`config.mk`:
```
export PLATFORM = sky130hd
export DESIGN_NAME = io_perm_fetch
export DESIGN_NICKNAME = d
export VERILOG_FILES = /design/src/rtl/io_perm_pkg.sv /design/src/rtl/io_perm_fetch.sv
export SDC_FILE = /design/constraint.sdc
export NUM_CORES = 1
export LEC_CHECK = 0
export BUFFER_PORTS_ARGS = -buffer_cell sky130_fd_sc_hd__buf_2
export CORE_ASPECT_RATIO = 1.1
export CORE_MARGIN = 2
export CORE_UTILIZATION = 40
export CTS_BUF_LIST = sky130_fd_sc_hd__clkbuf_8
export CTS_CLUSTER_SIZE = 24
export DETAILED_ROUTE_END_ITERATION = 16
export PLACE_DENSITY = 0.72
export SLEW_MARGIN = 0
export SYNTH_ARGS = -nofsm -noshare
export SYNTH_HDL_FRONTEND = slang
export SYNTH_SLANG_ARGS = --single-unit
```
`constraint.sdc`:
```
create_clock -name clk -period 1.96 [get_ports clk]
set_input_delay 0.196 -clock clk [delete_from_list [all_inputs] [get_ports clk]]
set_output_delay 0.196 -clock clk [all_outputs]
set_load 0.005 [all_outputs]
```
`src/rtl/io_perm_pkg.sv`:
```
package io_perm_pkg;

  typedef enum logic [1:0] {
    F_IDLE,
    F_REQ,
    F_WAIT,
    F_FIN
  } fetch_st_e;

  localparam int WIN_W = 16;

  function automatic logic [WIN_W-1:0] span_mask(input logic [2:0] sz, input logic [2:0] off);
    logic [WIN_W-1:0] base_m;
    base_m = (WIN_W'(1) << sz) - WIN_W'(1);
    return base_m << off;
  endfunction

endpackage

```
`src/rtl/io_perm_fetch.sv`:
```
module io_perm_fetch
  import io_perm_pkg::*;
#(
  parameter int ADDR_W = 32
) (
  input  logic              clk,
  input  logic              rst_n,
  input  logic              start,
  input  logic [ADDR_W-1:0] start_addr,
  output logic              mem_req_valid,
  input  logic              mem_req_ready,
  output logic [ADDR_W-1:0] mem_req_addr,
  input  logic              mem_rsp_valid,
  output logic              mem_rsp_ready,
  input  logic [7:0]        mem_rsp_data,
  output logic [WIN_W-1:0]  window,
  output logic              fin
);

  fetch_st_e         st;
  logic              idx;
  logic [7:0]        lo_q;
  logic [ADDR_W-1:0] addr_q;
  logic [WIN_W-1:0]  win_q;

  always_ff @(posedge clk) begin
    if (!rst_n) begin
      st     <= F_IDLE;
      idx    <= 1'b0;
      lo_q   <= '0;
      addr_q <= '0;
      win_q  <= '0;
    end else begin
      case (st)
        F_IDLE: begin
          if (start) begin
            idx    <= 1'b0;
            addr_q <= start_addr;
            st     <= F_REQ;
          end
        end
        F_REQ: begin
          if (mem_req_ready) st <= F_WAIT;
        end
        F_WAIT: begin
          if (mem_rsp_valid) begin
            if (!idx) begin
              lo_q <= mem_rsp_data;
              idx  <= 1'b1;
              st   <= F_REQ;
            end else begin
              win_q <= {mem_rsp_data, lo_q};
              st    <= F_FIN;
            end
          end
        end
        default: st <= F_IDLE;
      endcase
    end
  end

  assign mem_req_valid = (st == F_REQ);
  assign mem_req_addr  = addr_q + ADDR_W'(idx);
  assign mem_rsp_ready = (st == F_WAIT);
  assign window        = win_q;
  assign fin           = (st == F_FIN);

  assert_req_hold_R4: assert property (@(posedge clk) disable iff (!rst_n)
    (mem_req_valid && !mem_req_ready) |=> (mem_req_valid && $stable(mem_req_addr)));

  assert_fin_after_second_R7: assert property (@(posedge clk) disable iff (!rst_n)
    (mem_rsp_valid && mem_rsp_ready && idx) |=> fin);

  assert_rsp_not_while_req_R3: assert property (@(posedge clk) disable iff (!rst_n)
    !(mem_req_valid && mem_rsp_ready));

endmodule

```
[Word level (Yosys, flattened, before mapping)]
Cells that the tools add are included.
Word-level totals
  input bits: 45
  output and inout bits: 51
  logic and storage cells: 28
  bits in registers: 59
Operators by class
  reduce and logical (&&, ||, !) cells: 7
  mux-type cells: 8
  eq/ne operators: 6
  add/sub/neg operators: 1
  bitwise operators: 1
Operator list (count)
  32-bit by 1-bit adder with 32-bit output: 1
  3-bit AND reduction: 4
  2-bit 2-to-1 mux: 4
  2-bit case mux with 3 select lines: 1
  2-bit == test, second input constant: 2
  2-bit inequality test, second input constant: 2
  2-bit by 1-bit == test with 1-bit output, second input constant: 1
  2-bit logical NOT: 1
  1-bit 2-to-1 mux: 2
  2-bit by 1-bit inequality test with 1-bit output, second input constant: 1
  1-bit case mux with 2 select lines: 1
  2-bit AND reduction: 1
  2-bit nonzero test: 1
  1-bit inverter: 1

[Logic depth before layout (Yosys ltp)]
  depth after elaboration: 3
  depth in mapped cells: 7
  mapped depth without buffers: 6

[Worst setup path after synthesis]
No wires, ideal clock.
  kind: reg-to-output
  from: register idx
  to: output port mem_req_addr[26]
  data required time: 1764 ps
  path buffers: 1
  stages on the path, launching flop included: 8
  slack: 191 ps
  arrival time: 1573 ps
  cell sequence: dfxtp_1 ha_1 ha_1 nand3_1 nor2_1 buf_2 nand4_1 xnor2_1
On the way
  word-level cells in the longest chain between the ends: 1
RTL lines
  start: declaration: line io_perm_fetch.sv:21  | logic idx;
  start signal: assignment: line io_perm_fetch.sv:29  | idx <= 1'b0;
  start signal: assignment: line io_perm_fetch.sv:37  | idx <= 1'b0;
  start signal: assignment: line io_perm_fetch.sv:49  | idx <= 1'b1;
  32-bit by 1-bit adder with 32-bit output: line io_perm_fetch.sv:63  | assign mem_req_addr = addr_q + ADDR_W'(idx);
  end: declaration: line io_perm_fetch.sv:12  | output logic [ADDR_W-1:0] mem_req_addr,
No other way between the ends.

[Final worst setup path]
  from: register addr_q[12]
  to: output port mem_req_addr[27]
On the way
  word-level cells in the longest chain between the ends: 1
RTL lines
  start: declaration: line io_perm_fetch.sv:23  | logic [ADDR_W-1:0] addr_q;
  start signal: assignment: line io_perm_fetch.sv:38  | addr_q <= start_addr;
  32-bit by 1-bit adder with 32-bit output: line io_perm_fetch.sv:63
No other way between the ends.

==> results.py <==
metrics = {
    "synth": {
        "syn_inst": 349,
        "yosys.area.top_type_share_pct": 40.4,
        "synth-seq-area-share_pct": 40.4,
        "synth_area_leaders": "dfxtp_1 40%, nand2_1 13%, a21boi_0 9.5%",
        "yosysTopAreaCell": "dfxtp_1",
        "ys_warn_count": 0,
        "synth-seq-cells": 59,
        "syn_area_per_cell_um2": 8.38,
        "syn_nets": 397,
        "yosysUniqueCellTypes": 35,
        "synthesis.area_mm2": 0.00292,
    },
    "routing": {
        "drtPass1Iterations": 4,
        "detail_route.wl_per_cell_um": 14.0,
        "drc": 0,
        "drtIter0Drc": 92,
        "vias_per_cell": 5.03,
        "via_count": 2796,
        "ant_nets": 0,
        "drt_wl_total_um": 7770,
    },
    "clock_network": {
        "cts_tree": "built",
        "root_buffer": "clkbuf_8",
        "clk_pin_slew_ps": 70,
        "cts_buffers": 9,
        "h-tree-depth": 3,
        "cts_sinks": 59,
        "clk_path_buf_depth": 2,
        "worstSkewPairLatency_ps": 340,
    },
    "layout": {
        "diodes": 0,
        "area_delta_synth_final_pct": 38.4,
        "nFillCells": 658,
        "final_common_cell": "nand2_1",
        "mostFrequentLayoutCells": "103 x nand2_1, 95 x buf_2, 37 x a21boi_0, 37 x dfxtp_1, 23 x buf_4",
        "finalNetCount": 515,
        "final_util_pct": 57.4,
        "drive_above_1_share_pct": 40.3,
    },
    "grt": {
        "grt_overflow": 0,
        "antenna_found_initial": 1,
        "grt_usage_pct": 19.5,
        "grt_pass1_wl_um": 12300,
        "grt_pass1_vias": 2657,
        "grt_max_degree": 60,
    },
    "setup_path": {
        "r2r_start": "st[0]",
        "rrSetupSlack_ps": 400,
        "worstPathArrival_ps": 1890,
        "reg2reg_depth": 4,
        "crit_required_ps": 1760,
        "critPathSlowestCell": "dfxtp_4",
        "crit_top_cell": "nand4_1",
        "path_max_fanout": 5,
        "path_class": "reg -> out",
        "max_stage_delay_ps": 370,
        "worst_setup_path_start_kind": "register",
        "critPathCaptureType": "primary output",
        "timing.rr.end": "addr_q[14]",
        "path_cells": "nand4_1, nor4_4, buf_4, nand4_1, xnor2_1, buf_2",
    },
    "min_path": {
        "hold_depth": 3,
        "hp-class": "in -> reg",
        "min-delay-start": "start_addr[11]",
        "timing.hold.worst_endpoint": "addr_q[11]",
    },
    "timing": {
        "finalCritPeriodShare_pct": 106,
        "worst_slew_pin_slew_ps": 637,
        "holdWs_ps": 80.0,
        "hold_viol_final": 0,
        "period_needed_ps": 2090,
        "setup_viol": 15,
        "worst_slack_ps": -126,
        "finalClockSkew_ps": 6.53,
        "fmax_ghz": 0.479,
        "slew_viol_final": 0,
        "relSlewSlack_pct": 57.6,
        "rsz0062_at_grt": "yes",
    },
    "power": {
        "p_leak_nw": 1.79,
        "ir_drop_mv": 0.369,
        "swShare_pct": 26.7,
        "p_int_mw": 1.88,
        "sequentialPowerShare_pct": 51.4,
        "pwr-share-clk_pct": 36.1,
        "powerDensity_mw_per_mm2": 634,
        "pwr-share-comb_pct": 12.5,
        "p_sw_mw": 0.685,
    },
    "placement": {
        "pre_cts_ws_ps": 108,
        "hpwl_um": 5110,
        "place_congestion": 0.836,
        "port_buffers": 95,
    },
    "run": {
        "drv_cap": 0,
    },
    "floorplanning": {
        "coreArea_mm2": 0.00705,
        "row_count": 32,
        "start_util_pct": 41.5,
        "die_y_um": 93.7,
        "ios": 96,
        "die_area_mm2": 0.00801,
        "die_width_um": 85.5,
    },
    "outcome": {
        "violations": "negative setup slack",
        "status": "finished, violations left",
    },
}
layout make-up:
cell class,count,area [µm²],share of cell area [%]
Tap cell,85,106,2.63
Clock buffer,10,138,3.40
Multi-Input combinational cell,269,1810,44.7
Sequential cell,59,1230,30.4
Timing Repair Buffer,125,727,18.0
Inverter,3,11.3,0.278
Clock inverter,5,22.5,0.557
state kept, by name (all words and copies together) (netlist names):
name	count
st	2
idx	1
window	16
lo_q	8
addr_q	32
logic make-up (layout without fill, tap and decap cells):
logic type | count (synthesis) | after routing | synth area share [%]
xor gates and xnor gates | 30 | 30 | 8.99
and+or+nand+nor | 175 | 175 | 29.7
DFF | 59 | 59 | 40.4
adders and majority gates | 3 | 3 | 1.28
muxes | 8 | 8 | 2.74
AOI/OAI and AO/OA | 53 | 53 | 13.5
buffers and inverters | 21 | 143 | 3.38
how the worst max path moves through the flow:
stage                    start          endpoint  cells after the start
CTS                        idx  mem_req_addr[17]                      7
detailed placement   addr_q[0]  mem_req_addr[30]                      8
finish              addr_q[12]  mem_req_addr[27]                      6
global route         addr_q[0]  mem_req_addr[28]                      8
floorplan                  idx  mem_req_addr[26]                      7
global placement     addr_q[0]  mem_req_addr[12]                      7
per-stage QoR:
step	setup TNS [ps]	power [mW]	std cells	instance area, µm²
2_1_floorplan	0	1.50	349	2920
3_3_place_gp	0	1.63	522	3500
3_5_place_dp	0	1.63	522	3500
4_1_cts	-345	2.59	547	3900
5_1_grt	-2650	2.70	556	4050
6_report	-752	2.57	556	4050
power by group through the flow:
stage	registers (mW)	logic [mW]	clock network (mW)
finish	1.32	0.321	0.926
floorplan	1.32	0.172	0
global placement	1.34	0.290	0
CTS	1.32	0.309	0.956
global route	1.33	0.355	1.01
detailed placement	1.34	0.294	0
cells in the mapped netlist:
library cell / instances
ha_1: 3
a21boi_1: 14
nor2b_1: 9
nor3_1: 2
and2_1: 2
and4_2: 1
xor2_1: 9
nor4b_1: 1
nor4_1: 1
nor2_1: 8
buf_2: 10
buf_4: 2
nand4_2: 2
o21ai_0: 1
nand2_2: 2
nor2_4: 1
dfxtp_1: 59
nor3_2: 2
xnor2_1: 21
nand3b_1: 2
a21o_1: 1
nand4_1: 16
nand2_1: 105
clkbuf_1: 6
and2b_1: 1
inv_1: 3
and2_2: 1
and3_1: 4
a21boi_0: 37
nand2b_1: 2
mux2i_1: 8
nand3_2: 1
nor4_4: 2
nand3_1: 9
or2_2: 1
routing by layer:
layer | part of all wire [%] | vias to the layer above | GRT usage (%)
met3 | 7.5 | 15 | 5.71
met5 | 0.17 | - | 0
li1 | - | 1406 | -
met2 | 49 | 99 | 32.9
met4 | 1.5 | 2 | 8.86
met1 | 42 | 1274 | 22.7
critical path, delay by kind of cell (launching register included):
family	cells	cell delay, ps
AND/OR/NAND/NOR	3	660
flip-flops	1	370
buffers and inverters	2	340
XOR/XNOR	1	190
timing repair:
item,4_1_cts,5_1_grt
buffers inserted,9,9
cloned,1,0
hold buffers,0,0
resized for setup,45,23
pin swaps,18,24
endpoints found under the setup margin,24,22
Note: power is estimated with default switching activity, not from simulation.
